==> src/rtl/sb_pkg.sv <==
package sb_pkg;
  typedef enum logic [1:0] {LD_MISS, LD_HIT, LD_STALL} ld_res_e;

  function automatic int unsigned ring_idx(int unsigned base, int unsigned off,
                                           int unsigned depth);
    return (base + off) % depth;
  endfunction
endpackage

==> src/rtl/sb_entries.sv <==
module sb_entries #(
  parameter int WA_W   = 30,
  parameter int DATA_W = 32,
  parameter int BE_W   = DATA_W / 8,
  parameter int DEPTH  = 4,
  parameter int IDX_W  = $clog2(DEPTH),
  parameter int N_PEER = 3,
  parameter int CNT_W  = $clog2(N_PEER + 1)
) (
  input  logic                               clk_i,
  input  logic                               rst_ni,
  input  logic                               alloc_i,
  input  logic [IDX_W-1:0]                   alloc_idx_i,
  input  logic [WA_W-1:0]                    waddr_i,
  input  logic [DATA_W-1:0]                  data_i,
  input  logic [BE_W-1:0]                    be_i,
  input  logic                               commit_i,
  input  logic [IDX_W-1:0]                   commit_idx_i,
  input  logic [N_PEER-1:0]                  ack_vld_i,
  input  logic [N_PEER*IDX_W-1:0]            ack_idx_i,
  output logic [DEPTH-1:0]                   vld_o,
  output logic [DEPTH-1:0][WA_W-1:0]         waddr_o,
  output logic [DEPTH-1:0][DATA_W-1:0]       data_o,
  output logic [DEPTH-1:0][BE_W-1:0]         be_o,
  output logic [DEPTH-1:0][CNT_W-1:0]        acks_o
);

  for (genvar e = 0; e < DEPTH; e++) begin : g_ent
    logic [CNT_W-1:0] dec;

    always_comb begin
      dec = '0;
      for (int p = 0; p < N_PEER; p++)
        if (ack_vld_i[p] && ack_idx_i[p*IDX_W +: IDX_W] == IDX_W'(e))
          dec = dec + CNT_W'(1);
    end

    always_ff @(posedge clk_i or negedge rst_ni) begin
      if (!rst_ni) begin
        vld_o[e]   <= 1'b0;
        waddr_o[e] <= '0;
        data_o[e]  <= '0;
        be_o[e]    <= '0;
        acks_o[e]  <= '0;
      end else if (alloc_i && alloc_idx_i == IDX_W'(e)) begin
        vld_o[e]   <= 1'b1;
        waddr_o[e] <= waddr_i;
        data_o[e]  <= data_i;
        be_o[e]    <= be_i;
        acks_o[e]  <= CNT_W'(N_PEER);
      end else begin
        if (commit_i && commit_idx_i == IDX_W'(e)) vld_o[e] <= 1'b0;
        acks_o[e] <= acks_o[e] - dec;
      end
    end
  end

  for (genvar p = 0; p < N_PEER; p++) begin : g_ack_chk
    AST_ACK_LIVE: assert property (@(posedge clk_i) disable iff (!rst_ni)
      ack_vld_i[p] |-> vld_o[ack_idx_i[p*IDX_W +: IDX_W]] &&
                       acks_o[ack_idx_i[p*IDX_W +: IDX_W]] != '0)
      else $error("ack to idle slot");
  end

  AST_COMMIT_ACKED: assert property (@(posedge clk_i) disable iff (!rst_ni)
    commit_i |-> vld_o[commit_idx_i] && acks_o[commit_idx_i] == '0)
    else $error("commit before all acks");

endmodule

==> src/rtl/sb_fwd.sv <==
module sb_fwd #(
  parameter int WA_W   = 30,
  parameter int DATA_W = 32,
  parameter int BE_W   = DATA_W / 8,
  parameter int DEPTH  = 4,
  parameter int IDX_W  = $clog2(DEPTH)
) (
  input  logic [DEPTH-1:0]                   vld_i,
  input  logic [DEPTH-1:0][WA_W-1:0]         waddr_i,
  input  logic [DEPTH-1:0][DATA_W-1:0]       data_i,
  input  logic [DEPTH-1:0][BE_W-1:0]         be_i,
  input  logic [IDX_W-1:0]                   head_i,
  input  logic                               ld_valid_i,
  input  logic [WA_W-1:0]                    ld_addr_i,
  input  logic [BE_W-1:0]                    ld_be_i,
  output sb_pkg::ld_res_e                    res_o,
  output logic [DATA_W-1:0]                  data_o
);
  import sb_pkg::*;

  logic             found;
  logic [IDX_W-1:0] sel;

  // walk oldest to youngest; last match wins
  always_comb begin
    found = 1'b0;
    sel   = '0;
    for (int a = 0; a < DEPTH; a++) begin
      logic [IDX_W-1:0] ix;
      ix = IDX_W'(ring_idx(int'(head_i), a, DEPTH));
      if (vld_i[ix] && waddr_i[ix] == ld_addr_i && |(be_i[ix] & ld_be_i)) begin
        found = 1'b1;
        sel   = ix;
      end
    end
  end

  always_comb begin
    res_o  = LD_MISS;
    data_o = '0;
    if (ld_valid_i && found) begin
      if (|(ld_be_i & ~be_i[sel])) res_o = LD_STALL;
      else begin
        res_o = LD_HIT;
        for (int b = 0; b < BE_W; b++)
          if (ld_be_i[b]) data_o[8*b +: 8] = data_i[sel][8*b +: 8];
      end
    end
  end

endmodule

==> src/rtl/sb_barrier.sv <==
module sb_barrier (
  input  logic clk_i,
  input  logic rst_ni,
  input  logic bar_i,
  input  logic empty_i,
  output logic block_o,
  output logic done_o
);
  logic pend_q;

  always_ff @(posedge clk_i or negedge rst_ni) begin
    if (!rst_ni) pend_q <= 1'b0;
    else         pend_q <= bar_i || (pend_q && !empty_i);
  end

  assign block_o = pend_q && !empty_i;
  assign done_o  = pend_q && empty_i;

  AST_DONE_PULSE: assert property (@(posedge clk_i) disable iff (!rst_ni)
    done_o && !bar_i |=> !done_o)
    else $error("done held");

endmodule

==> src/rtl/store_buffer_fwd.sv <==
module store_buffer_fwd #(
  parameter int LINE_W = 26,
  parameter int OFS_W  = 4,
  parameter int DATA_W = 32,
  parameter int DEPTH  = 4,
  parameter int N_PEER = 3
) (
  input  logic                              clk_i,
  input  logic                              rst_ni,
  input  logic                              st_valid_i,
  input  logic [LINE_W+OFS_W-1:0]           st_addr_i,
  input  logic [DATA_W-1:0]                 st_data_i,
  input  logic [DATA_W/8-1:0]               st_be_i,
  input  logic                              st_excl_i,
  output logic                              st_ready_o,
  output logic                              rdinv_valid_o,
  output logic [LINE_W-1:0]                 rdinv_line_o,
  output logic [$clog2(DEPTH)-1:0]          rdinv_idx_o,
  input  logic [N_PEER-1:0]                 ack_vld_i,
  input  logic [N_PEER*$clog2(DEPTH)-1:0]   ack_idx_i,
  output logic                              cwr_valid_o,
  output logic [LINE_W+OFS_W-1:0]           cwr_addr_o,
  output logic [DATA_W-1:0]                 cwr_data_o,
  output logic [DATA_W/8-1:0]               cwr_be_o,
  input  logic                              ld_valid_i,
  input  logic [LINE_W+OFS_W-1:0]           ld_addr_i,
  input  logic [DATA_W/8-1:0]               ld_be_i,
  output logic                              ld_hit_o,
  output logic                              ld_stall_o,
  output logic [DATA_W-1:0]                 ld_data_o,
  input  logic                              bar_i,
  output logic                              bar_done_o
);
  import sb_pkg::*;

  localparam int WA_W  = LINE_W + OFS_W;
  localparam int BE_W  = DATA_W / 8;
  localparam int IDX_W = $clog2(DEPTH);
  localparam int CNT_W = $clog2(N_PEER + 1);
  localparam int OCC_W = $clog2(DEPTH + 1);

  logic [IDX_W-1:0] head_q, tail_q;
  logic [OCC_W-1:0] occ_q;
  logic             empty, full, bar_block;
  logic             acc, direct, alloc, commit;

  logic [DEPTH-1:0]              ent_vld;
  logic [DEPTH-1:0][WA_W-1:0]    ent_waddr;
  logic [DEPTH-1:0][DATA_W-1:0]  ent_data;
  logic [DEPTH-1:0][BE_W-1:0]    ent_be;
  logic [DEPTH-1:0][CNT_W-1:0]   ent_acks;
  ld_res_e                       ld_res;

  assign empty = occ_q == '0;
  assign full  = occ_q == OCC_W'(DEPTH);

  assign st_ready_o = !bar_block && (st_excl_i || !full);
  assign acc        = st_valid_i && st_ready_o;
  assign direct     = acc && st_excl_i;
  assign alloc      = acc && !st_excl_i;
  // direct store owns the cache port; head waits one cycle
  assign commit     = ent_vld[head_q] && ent_acks[head_q] == '0 && !direct;

  assign rdinv_valid_o = alloc;
  assign rdinv_line_o  = st_addr_i[WA_W-1:OFS_W];
  assign rdinv_idx_o   = tail_q;

  assign cwr_valid_o = direct || commit;
  assign cwr_addr_o  = direct ? st_addr_i : ent_waddr[head_q];
  assign cwr_data_o  = direct ? st_data_i : ent_data[head_q];
  assign cwr_be_o    = direct ? st_be_i   : ent_be[head_q];

  always_ff @(posedge clk_i or negedge rst_ni) begin
    if (!rst_ni) begin
      head_q <= '0;
      tail_q <= '0;
      occ_q  <= '0;
    end else begin
      if (alloc)  tail_q <= (tail_q == IDX_W'(DEPTH-1)) ? '0 : tail_q + IDX_W'(1);
      if (commit) head_q <= (head_q == IDX_W'(DEPTH-1)) ? '0 : head_q + IDX_W'(1);
      occ_q <= occ_q + OCC_W'(alloc) - OCC_W'(commit);
    end
  end

  sb_entries #(
    .WA_W(WA_W), .DATA_W(DATA_W), .BE_W(BE_W), .DEPTH(DEPTH),
    .IDX_W(IDX_W), .N_PEER(N_PEER), .CNT_W(CNT_W)
  ) u_entries (
    .clk_i(clk_i), .rst_ni(rst_ni),
    .alloc_i(alloc), .alloc_idx_i(tail_q),
    .waddr_i(st_addr_i), .data_i(st_data_i), .be_i(st_be_i),
    .commit_i(commit), .commit_idx_i(head_q),
    .ack_vld_i(ack_vld_i), .ack_idx_i(ack_idx_i),
    .vld_o(ent_vld), .waddr_o(ent_waddr), .data_o(ent_data),
    .be_o(ent_be), .acks_o(ent_acks)
  );

  sb_fwd #(
    .WA_W(WA_W), .DATA_W(DATA_W), .BE_W(BE_W), .DEPTH(DEPTH), .IDX_W(IDX_W)
  ) u_fwd (
    .vld_i(ent_vld), .waddr_i(ent_waddr), .data_i(ent_data), .be_i(ent_be),
    .head_i(head_q), .ld_valid_i(ld_valid_i), .ld_addr_i(ld_addr_i),
    .ld_be_i(ld_be_i), .res_o(ld_res), .data_o(ld_data_o)
  );

  assign ld_hit_o   = ld_res == LD_HIT;
  assign ld_stall_o = ld_res == LD_STALL;

  sb_barrier u_bar (
    .clk_i(clk_i), .rst_ni(rst_ni), .bar_i(bar_i), .empty_i(empty),
    .block_o(bar_block), .done_o(bar_done_o)
  );

  AST_NO_OVERFLOW: assert property (@(posedge clk_i) disable iff (!rst_ni)
    rdinv_valid_o |-> occ_q < OCC_W'(DEPTH))
    else $error("alloc into full queue");

  AST_BAR_HOLD: assert property (@(posedge clk_i) disable iff (!rst_ni)
    $past(bar_i) && !empty |-> !st_ready_o)
    else $error("store passed barrier");

  AST_FWD_NEEDS_ENTRY: assert property (@(posedge clk_i) disable iff (!rst_ni)
    (ld_hit_o || ld_stall_o) |-> !empty)
    else $error("forward from empty queue");

  AST_BYPASS_EXCL: assert property (@(posedge clk_i) disable iff (!rst_ni)
    st_valid_i && st_ready_o && st_excl_i |-> cwr_valid_o && cwr_addr_o == st_addr_i)
    else $error("exclusive store not written");

endmodule

==> config.mk <==
export PLATFORM = sky130hd
export DESIGN_NAME = store_buffer_fwd
export DESIGN_NICKNAME = d
export VERILOG_FILES = /design/src/rtl/sb_pkg.sv /design/src/rtl/sb_entries.sv /design/src/rtl/sb_fwd.sv /design/src/rtl/sb_barrier.sv /design/src/rtl/store_buffer_fwd.sv
export SDC_FILE = /design/constraint.sdc
export NUM_CORES = 1
export LEC_CHECK = 0
export ABC_AREA = 1
export BUFFER_PORTS_ARGS = -buffer_cell sky130_fd_sc_hd__buf_4
export CAP_MARGIN = 10
export CELL_PAD_IN_SITES_DETAIL_PLACEMENT = 0
export CELL_PAD_IN_SITES_GLOBAL_PLACEMENT = 1
export CORE_MARGIN = 1
export CORE_UTILIZATION = 45
export CTS_BUF_LIST = sky130_fd_sc_hd__clkbuf_16
export CTS_CLUSTER_DIAMETER = 200
export DETAILED_ROUTE_END_ITERATION = 10
export GPL_ROUTABILITY_DRIVEN = 0
export PLACE_DENSITY = 0.84
export SYNTH_ARGS = -nofsm -noshare
export SYNTH_HDL_FRONTEND = slang
export SYNTH_SLANG_ARGS = --single-unit
==> constraint.sdc <==
create_clock -name clk_i -period 13.06 [get_ports clk_i]
set_input_delay 3.918 -clock clk_i [delete_from_list [all_inputs] [get_ports clk_i]]
set_output_delay 3.918 -clock clk_i [all_outputs]
set_load 0.03 [all_outputs]
==> flow_summary_export.csv, run 1 <==
group,metric,value,unit
outcome,run_status,"completed",
die,die_w,211,µm
placement,dp_hpwl,46200,µm
die,ios,247,
global_routing,gr-total-overflow,0,
synthesis,syn_avg_cell_area,6.35,µm²
clocking,cts_tree,"built",
synthesis,synth.yosys.warnings,0,
worst_hold_path,holdPathEnd,"u_entries.data_o[106]$_DFFE_PN0P_",
final_layout,synthToLayoutAreaGrowth,15.3,%
clocking,cts_num_sinks,284,
power_and_ir_drop,vdd_drop_max,0.222,mV
timing,skew,16.6,ps
power_and_ir_drop,p_per_area,281,nW/µm²
worst_setup_path,critPathMaxStageDelay,720,ps
die,die_h,211,µm
clocking,cts_hold_buf,0,
worst_setup_path,crit_family,"simple AND/OR/NAND/NOR gates",
worst_hold_path,min_path_cells,2,
timing,hold_viol,0,
worst_setup_path,cp_cell_sequence,"buf_4 -> inv_1 -> nand3_1 -> nand2_1 -> a21oi_1 -> nand2_1 -> nor2_1 -> nand3_1 -> nor2_1 -> inv_1 -> nand2_1 -> nand2_2 -> nand2_4 -> nand2_1 -> nand3_1 -> nand3_1 -> nand2_1 -> nor2_2 -> nand2_2 -> nor2_1 -> buf_4",
worst_setup_path,path_common_cell,"nand2_1",
timing,rsz0062_at_grt,"no",
clocking,numCtsBuffers,36,
die,coreArea,43000,µm²
worst_setup_path,arrival,7680,ps
route,wirelength,70100,µm
global_routing,grt_max_degree,101,
route,wire_per_inst,18.5,µm
synthesis,ys_seq_area_share,36.3,%
worst_hold_path,hp-class,"reg2reg",
power_and_ir_drop,swShare,51.3,%
worst_setup_path,crit_buf_inv,4,
route,vias_per_cell,5.47,
worst_setup_path,reg2regPathDepth,13,
power_and_ir_drop,p_clk_share,16.4,%
final_layout,nets,3327,
clocking,cts.path.max_buffers,3,
power_and_ir_drop,pwr-share-comb,58.4,%
timing,maxSlewHeadroom,23.4,%
clocking,clock_tree.root_cell,"clkbuf_16",
power_and_ir_drop,cellInternalPower,3090,µW
synthesis,syn_area,19600,µm²
clocking,cts_resized,0,
route,firstDrtPassIters,6,
clocking,cts.clk_slew.worst_paths,60,ps
route,ant_nets,0,
route,drt_iter0_markers,1790,
run,drv_cap,0,
power_and_ir_drop,seqPwrFrac,25.2,%
worst_setup_path,end_kind,"output port",
worst_setup_path,startpoint,"ld_addr_i[13]",
worst_setup_path,cp.required,9140,ps
synthesis,synth-seq-cells,284,
placement,place_inst,3736,
die,start_util,45.6,%
timing,period_share,88.8,%
worst_setup_path,regToRegStartpoint,"head_q[0]$_DFFE_PN0P_",
timing,layout_min_cycle_time,11600,ps
power_and_ir_drop,power.net_switching,3260,µW
timing,slew_viol_final,0,
worst_setup_path,worst_setup_path_start_kind,"input port",
route,drc_errors,0,
final_layout,stdcell_count,3800,
worst_setup_path,cpMaxStageDelayCell,"nand2_4",
synthesis,syn_inst,3087,
worst_setup_path,crit_type,"in2out",
synthesis,ys.flop_type,"dfrtp_1",
global_routing,grt_pass1_vias,19500,
timing,fmax,86.2,MHz
synthesis,syn_nets,3225,
global_routing,grt_pass1_wl,109000,µm
worst_setup_path,r2r_slack,8390,ps
synthesis,synth_edf_count,0,
clocking,cts-htree-levels,2,
clocking,cts_setup_buffers,0,
synthesis,synth_cell_types,34,
timing,tightestPinTransition,1150,ps
die,die_area,44400,µm²
worst_setup_path,path_max_fanout,86,
die,rows,76,
route,dr_total_vias,20800,
worst_setup_path,r2r-end,"occ_q[2]$_DFF_PN0_",
global_routing,grt_use_total,31.7,%
timing,setup_viol,0,
power_and_ir_drop,power.leakage,0.0115,µW
timing,setup-tns-final,0,ps
placement,io_buffers,246,
worst_hold_path,min_from,"u_entries.data_o[106]$_DFFE_PN0P_",
clocking,clock_latency,570,ps
synthesis,synth-async-reset-ratio,100,%
final_layout,drive_gt1_share,10.7,%
global_routing,antenna_found_initial,1,
==> sequential cells by signal, summed over array words and instances, names as in the netlist <==
register / cells
occ_q: 3
head_q: 2
u_entries.data_o: 128
u_entries.be_o: 16
rdinv_idx_o: 2
u_entries.acks_o: 8
u_bar.pend_q: 1
u_entries.waddr_o: 120
u_entries.vld_o: 4
==> worst reg2reg max path, cell delays in order, from the launching register on <==
cell and delay [ps]:
dfrtp_4 740, inv_6 480, buf_4 720, o21ai_1 200, o21ai_1 410, o311ai_0 230
buf_4 210, nor2_1 420, ha_1 330, inv_1 60, ha_1 130, inv_1 50
fa_1 400, xor2_1 170
==> metal layers <==
layer / up-vias / GRT usage (%) / part of all wire, %
li1: 10200 / - / -
met1: 9712 / 41.9 / 43
met2: 796 / 52.9 / 47
met3: 135 / 3.98 / 6.7
met4: 0 / 12.4 / 3.5
met5: - / 0 / 0
==> layout make-up <==
class / count / area [µm²]
flip-flops and latches: 284 / 7110
well taps: 585 / 732
fillers: 4426 / 20400
multi-input cells: 2387 / 10700
diodes: 2 / 5.00
clock inverters: 25 / 270
repair buffers: 271 / 2040
inverters: 209 / 796
clock buffers: 37 / 926
==> through the flow <==
stage               cell area [µm²]  utilization [%]  setup WS (ps)  hold WS (ps)  power (µW)
floorplan                     19600                -           3110           459        4100
global placement              21400             49.8           1620           471        5230
detailed placement            21400             49.8           1520           480        5280
CTS                           22600             52.5           1500           495        6340
global route                  22600             52.5           1060           510        6850
finish                        22600             52.6           1460           493        6340
==> how the worst max path moves through the flow <==
stage,end,depth (start not counted)
final,ld_data_o[10],21
after global routing,ld_data_o[30],21
after CTS,ld_data_o[10],21
after detailed placement,ld_data_o[10],21
after global placement,ld_data_o[13],21
after floorplan,ld_data_o[22],18
==> power groups by stage <==
stage | registers, µW | logic [µW] | clock network [µW]
floorplan | 1480 | 2610 | 0
global placement | 1600 | 3630 | 0
detailed placement | 1600 | 3670 | 0
CTS | 1600 | 3690 | 1060
global route | 1660 | 4110 | 1090
finish | 1600 | 3700 | 1040
==> cell usage after synthesis (all sizes together), types with 2 or more instances <==
library cell | instances | area [µm²]
nand3 | 397 | 1990
clkinv | 3 | 11.3
nor2 | 149 | 564
nand4 | 6 | 37.5
ha | 22 | 275
nand2 | 1273 | 4790
a31oi | 32 | 200
xor2 | 25 | 219
inv | 206 | 773
clkbuf | 101 | 379
buf | 106 | 632
dfrtp | 284 | 7110
and2 | 2 | 12.5
o21ai | 298 | 1490
nor3 | 11 | 55.1
or2 | 3 | 18.8
mux2i | 2 | 20.0
xnor2 | 8 | 70.1
a21oi | 105 | 526
o211ai | 49 | 368
==> logic make-up after synthesis <==
group | Yosys count | share of synthesized area, %
buf+inv | 416 | 9.17
simple gates | 1842 | 38.2
mux | 2 | 0.102
xor+xnor | 33 | 1.48
flops | 284 | 36.3
fa+ha+maj | 23 | 1.51
compound gates | 487 | 13.3
==> cells in the final DEF, fill, tap and decap left out, types with 2 or more instances in the layout <==
master / instances
xnor2_1: 8
buf_4: 270
nor3_1: 11
mux2i_1: 2
nand4_1: 6
nor2_2: 2
dfrtp_1: 282
nand2_2: 4
clkinv_1: 10
bufinv_16: 5
o21ai_0: 266
dfrtp_4: 2
o211ai_1: 49
inv_1: 202
xor2_1: 25
or2_2: 3
clkinv_2: 9
nor2_1: 146
ha_1: 21
nand2_1: 1268
a21oi_1: 105
clkinvlp_4: 2
diode_2: 2
clkbuf_16: 37
nand3_1: 396
o21ai_1: 32
a31oi_1: 32
inv_16: 2
inv_2: 3
No activity file was read; power rests on OpenSTA's default activity.
==> run 2: changes to the inputs <==
Settings changed: ABC_AREA 1 to default, CORE_UTILIZATION 45 to 52, PLACE_DENSITY 0.84 to 0.85.
==> flow_summary_export.csv, run 2 <==
group,metric,value,unit
timing,skew,12.7,ps
worst_setup_path,worst_setup_path_start_kind,"input port",
final_layout,drive_gt1_share,41.2,%
worst_setup_path,r2r_slack,9080,ps
die,ios,247,
route,wire_per_inst,23.6,µm
synthesis,ys.flop_type,"dfrtp_1",
final_layout,top_register,"u_entries.data_o",
die,start_util,52.6,%
final_layout,top_regs,"u_entries.data_o (128), u_entries.waddr_o (120), u_entries.be_o (16)",
die,die_w,200,µm
route,drt_iter0_markers,1106,
die,die_area,39800,µm²
final_layout,synthToLayoutAreaGrowth,14.2,%
final_layout,fin_area,23200,µm²
timing,holdWs,473,ps
synthesis,synth_top_area_share,35.0,%
power_and_ir_drop,swShare,43.6,%
die,die_h,200,µm
synthesis,synth_edf_count,0,
power_and_ir_drop,seqPwrFrac,27.6,%
synthesis,syn_area,20300,µm²
timing,fmax,83.0,MHz
synthesis,syn_nets,1904,
global_routing,grt_pass1_wl,88800,µm
die,coreArea,38600,µm²
synthesis,syn_avg_cell_area,11.5,µm²
global_routing,grt_pass1_vias,14900,
worst_hold_path,hp-class,"reg2reg",
clocking,cts-htree-levels,1,
power_and_ir_drop,vdd_drop_max,0.166,mV
worst_setup_path,end_kind,"output port",
route,dr_total_vias,15300,
worst_setup_path,cp.required,9140,ps
placement,io_buffers,246,
worst_setup_path,path_max_fanout,33,
worst_setup_path,endpoint,"ld_data_o[31]",
worst_setup_path,startpoint,"ld_addr_i[6]",
clocking,clock_tree.root_cell,"clkbuf_16",
synthesis,yosysTopAreaCell,"dfrtp_1",
global_routing,grt_max_degree,156,
timing,rsz0062_at_grt,"no",
outcome,run_status,"completed",
clocking,cts_hold_buf,0,
route,firstDrtPassIters,8,
placement,dp_slack,1110,ps
synthesis,yosysMostFrequentCell,"mux2_2",
power_and_ir_drop,fin_total_pwr,6290,µW
synthesis,synth-async-reset-ratio,100,%
placement,placed_cell_area,22200,µm²
power_and_ir_drop,power.leakage,0.0104,µW
synthesis,synth.yosys.warnings,0,
clocking,clock_latency,590,ps
clocking,cts.path.max_buffers,3,
route,ant_nets,0,
die,rows,72,
route,wirelength,57900,µm
run,drv_cap,0,
worst_setup_path,crit_type,"in2out",
timing,maxSlewHeadroom,24.7,%
timing,hold_viol,0,
placement,dp_hpwl,39600,µm
route,vias_per_cell,6.23,
timing,slew_viol_final,0,
final_layout,final_common_cell,"mux2_2",
timing,setup-tns-final,0,ps
worst_hold_path,min_path_cells,1,
timing,period_share,92.3,%
global_routing,grt_use_total,29.3,%
worst_setup_path,regToRegStartpoint,"head_q[0]$_DFFE_PN0P_",
clocking,cts_tree,"built",
clocking,cts_resized,0,
synthesis,syn_inst,1766,
synthesis,synth_cell_types,70,
worst_setup_path,arrival,8130,ps
timing,tightestPinTransition,1130,ps
synthesis,synth_area_leaders,"dfrtp_1, mux2_2, mux4_2",
clocking,numCtsBuffers,31,
final_layout,layout_common_cells,"mux2_2, dfrtp_1, buf_4, nand2_1, mux4_2",
clocking,cts.clk_slew.worst_paths,60,ps
final_layout,largest_reg_flops,128,
final_layout,nets,2043,
clocking,cts_num_sinks,284,
route,drc_errors,0,
power_and_ir_drop,cellInternalPower,3550,µW
power_and_ir_drop,p_clk_share,14.1,%
worst_setup_path,r2r-end,"occ_q[2]$_DFF_PN0_",
global_routing,gr-total-overflow,0,
timing,setup_viol,0,
synthesis,synth_common_cells,"mux2_2, dfrtp_1, nand2_1",
power_and_ir_drop,p_per_area,271,nW/µm²
worst_setup_path,reg2regPathDepth,12,
power_and_ir_drop,power.net_switching,2750,µW
timing,setup_ws,1010,ps
final_layout,fillers,3240,
synthesis,synth-seq-cells,284,
global_routing,antenna_found_initial,1,
synthesis,ys_seq_area_share,35.0,%
power_and_ir_drop,pwr-share-comb,58.2,%
timing,layout_min_cycle_time,12050,ps
clocking,cts_setup_buffers,0,
## run 2: cell types whose count changed after synthesis, sizes merged, moves of 27 or more
cell,previous run,this run
a2111oi,0,37
a21oi,105,25
a31oi,32,5
clkbuf,101,40
inv,206,39
mux2,0,305
mux2i,2,124
mux4,0,127
nand2,1273,248
nand3,397,17
nor2,149,69
o211ai,49,3
o21ai,298,28
xnor2,8,92
## run 2: cell families (layout without fill, tap and decap cells)
family	count (synthesis)	after routing	share of synthesized area [%]
mux	556	556	37.1
simple gates	401	401	8.59
flops	284	284	35.0
buf+inv	199	362	5.00
compound gates	177	177	7.39
xor+xnor	126	126	5.44
fa+ha+maj	23	23	1.45
other cells	0	1	0
## run 2: stage by stage
stage / util [%] / instances
after CTS: 60.1 / 2447
after global routing: 60.1 / 2448
after detailed placement: 57.5 / 2390
after floorplan: - / 1766
after global placement: 57.5 / 2390
final: 60.1 / 2448
## run 2: worst min path at each step
stage,start,to
3_5_place_dp,occ_q[2]$_DFF_PN0_,occ_q[2]$_DFF_PN0_
6_report,occ_q[2]$_DFF_PN0_,occ_q[2]$_DFF_PN0_
2_1_floorplan,occ_q[2]$_DFF_PN0_,occ_q[2]$_DFF_PN0_
4_1_cts,occ_q[2]$_DFF_PN0_,occ_q[2]$_DFF_PN0_
3_3_place_gp,occ_q[2]$_DFF_PN0_,occ_q[2]$_DFF_PN0_
5_1_grt,occ_q[2]$_DFF_PN0_,occ_q[2]$_DFF_PN0_
## run 2: area by class of cell
type,instances,area [µm²],share of cell area (%)
Multi-Input combinational cell,1283,12200,52.8
Sequential cell,284,7110,30.7
Clock buffer,31,776,3.35
Inverter,39,146,0.631
Antenna cell,1,2.50,0.0108
Timing Repair Buffer,266,2030,8.75
Clock inverter,26,236,1.02
Tap cell,518,648,2.80
## run 2: power by group through the flow
stage	clock [µW]	combinational (µW)	sequential (µW)
after floorplan	0	2770	1550
after global placement	0	3620	1700
after detailed placement	0	3650	1740
after CTS	903	3670	1730
after global routing	939	3910	1800
final	888	3670	1740
## run 2: per-layer routing
layer	global-route usage, %	vias to the layer above	part of all wire [%]
li1	-	6767	-
met1	38.7	7815	40
met2	48.4	573	49
met3	5.62	104	7.6
met4	9.19	0	3.1
met5	0	-	0
## run 2: worst max-delay path: stages
cell       delay, ps
buf_4            140
inv_1             60
a221oi_1         280
a21oi_1           60
or4_1            560
nor4_2           300
nand3_1          620
inv_1            220
a2111oi_0        120
a311o_2          340
a311oi_1         340
a22oi_2           90
buf_4            310
a2111oi_0        490
buf_4            240
==> run 3: changes to the inputs <==
Settings changed: CORE_UTILIZATION 52 to 48, PLACE_DENSITY 0.85 to 0.79.
Clock period 13.06 ns to 11.95 ns, I/O delays scaled along.
==> flow_summary_export.csv, run 3 (synthesized netlist as in run 2, its figures left out) <==
group,metric,value,unit
worst_setup_path,cp_num_cells,14,
worst_setup_path,critPathMaxStageDelay,830,ps
final_layout,final_common_cell,"mux2_2",
die,rows,74,
die,die_h,208,µm
clocking,numCtsBuffers,36,
worst_setup_path,path_common_cell,"buf_4",
route,drt_iter0_markers,1266,
timing,skew,20.9,ps
worst_setup_path,crit_buf_inv,3,
worst_setup_path,worst_setup_path_start_kind,"input port",
worst_hold_path,min_path_cells,1,
die,ios,247,
placement,io_buffers,246,
clocking,cts-htree-levels,2,
power_and_ir_drop,p_per_area,298,nW/µm²
clocking,cts_resized,0,
route,dr_total_vias,15300,
clocking,cts.path.max_buffers,3,
clocking,cts.clk_slew.worst_paths,50,ps
placement,place_inst,2411,
die,die_area,43100,µm²
worst_setup_path,path_max_fanout,11,
worst_setup_path,end_kind,"output port",
worst_setup_path,crit_family,"compound AO/OA/AOI/OAI gates",
timing,slew_viol_final,0,
outcome,run_status,"completed",
timing,hold_viol,0,
die,die_w,208,µm
worst_setup_path,arrival,7920,ps
global_routing,grt_pass1_vias,15300,
final_layout,synthToLayoutAreaGrowth,15.1,%
global_routing,grt_pass1_wl,92900,µm
route,drc_errors,0,
worst_setup_path,crit_type,"in2out",
power_and_ir_drop,vdd_drop_max,0.162,mV
global_routing,antenna_found_initial,1,
clocking,cts_tree,"built",
final_layout,nets,2055,
route,firstDrtPassIters,7,
timing,tightestPinTransition,1130,ps
clocking,cts_setup_buffers,0,
die,start_util,49.2,%
timing,maxSlewHeadroom,23.5,%
global_routing,gr-total-overflow,0,
worst_setup_path,reg2regPathDepth,11,
route,vias_per_cell,6.18,
timing,setup_viol,0,
clocking,cts_hold_buf,0,
final_layout,largest_reg_flops,128,
clocking,clock_tree.root_cell,"clkbuf_16",
final_layout,top_register,"u_entries.data_o",
worst_setup_path,cp.required,8370,ps
final_layout,stdcell_count,2477,
timing,setup_ws,450,ps
worst_hold_path,hp-class,"reg2reg",
timing,layout_min_cycle_time,11500,ps
clocking,cts_num_sinks,284,
power_and_ir_drop,fin_total_pwr,6970,µW
global_routing,grt_max_degree,132,
placement,dp_hpwl,41100,µm
final_layout,top_regs,"u_entries.data_o (128), u_entries.waddr_o (120), u_entries.be_o (16)",
timing,fmax,87.0,MHz
worst_setup_path,cp_cell_sequence,"buf_4 -> xor2_1 -> nand4_1 -> a2111oi_0 -> and4_2 -> nand3b_1 -> nand4_1 -> o21ai_0 -> a211oi_1 -> a311oi_2 -> a22oi_2 -> buf_4 -> a2111oi_0 -> buf_4",
global_routing,grt_use_total,27.9,%
timing,rsz0062_at_grt,"no",
timing,holdWs,472,ps
placement,dp_slack,633,ps
power_and_ir_drop,power.leakage,0.0105,µW
route,wirelength,60500,µm
final_layout,layout_common_cells,"mux2_2, dfrtp_1, buf_4, nand2_1, mux4_2",
clocking,clock_latency,570,ps
run,drv_cap,0,
die,coreArea,41300,µm²
route,wire_per_inst,24.4,µm
timing,period_share,96.2,%
worst_setup_path,cpMaxStageDelayCell,"a2111oi_0",
timing,setup-tns-final,0,ps
final_layout,drive_gt1_share,41.5,%
route,ant_nets,0,
-- run 3: power by group --
group | internal, µW | total, µW | switching (µW)
clock | 595 | 1040 | 445
sequential | 1400 | 1890 | 494
combinational | 1930 | 4040 | 2110
-- run 3: metal layers --
| metal | track usage [%] | part of all wire [%] | wire length [µm] |
|---|---|---|---|
| met5 | 0 | 0 | 0 |
| met4 | 10.1 | 3.2 | 1950 |
| met3 | 5.30 | 6.3 | 3810 |
| met2 | 45.8 | 48 | 29300 |
| met1 | 36.8 | 42 | 25400 |
-- run 3: final timing paths --
kind                                        from                                 end  slack (ps)
hold / removal                occ_q[2]$_DFF_PN0_                  occ_q[2]$_DFF_PN0_         470
hold reg to reg               occ_q[2]$_DFF_PN0_                  occ_q[2]$_DFF_PN0_         470
max in group asynchronous                 rst_ni      u_entries.be_o[14]$_DFFE_PN0P_        6740
setup reg to reg           head_q[0]$_DFFE_PN0P_                  occ_q[2]$_DFF_PN0_        7310
min in group asynchronous                 rst_ni  u_entries.waddr_o[115]$_DFFE_PN0P_        3050
setup / recovery                    ld_addr_i[3]                        ld_data_o[1]         450
-- run 3: final cells by class --
class / instances / area (µm²)
sequential: 284 / 7110
timing repair buffer: 273 / 2080
tap: 532 / 666
clock inverter: 29 / 215
multi-input combinational: 1283 / 12200
clock buffer: 36 / 901
antenna: 1 / 2.50
fill: 3518 / 17900
inverter: 39 / 146
-- run 3: through the flow --
step / utilization [%] / instance area (µm²)
floorplan: - / 20300
global placement: 53.9 / 22200
detailed placement: 53.9 / 22200
CTS: 56.6 / 23400
global route: 56.6 / 23400
finish: 56.6 / 23400
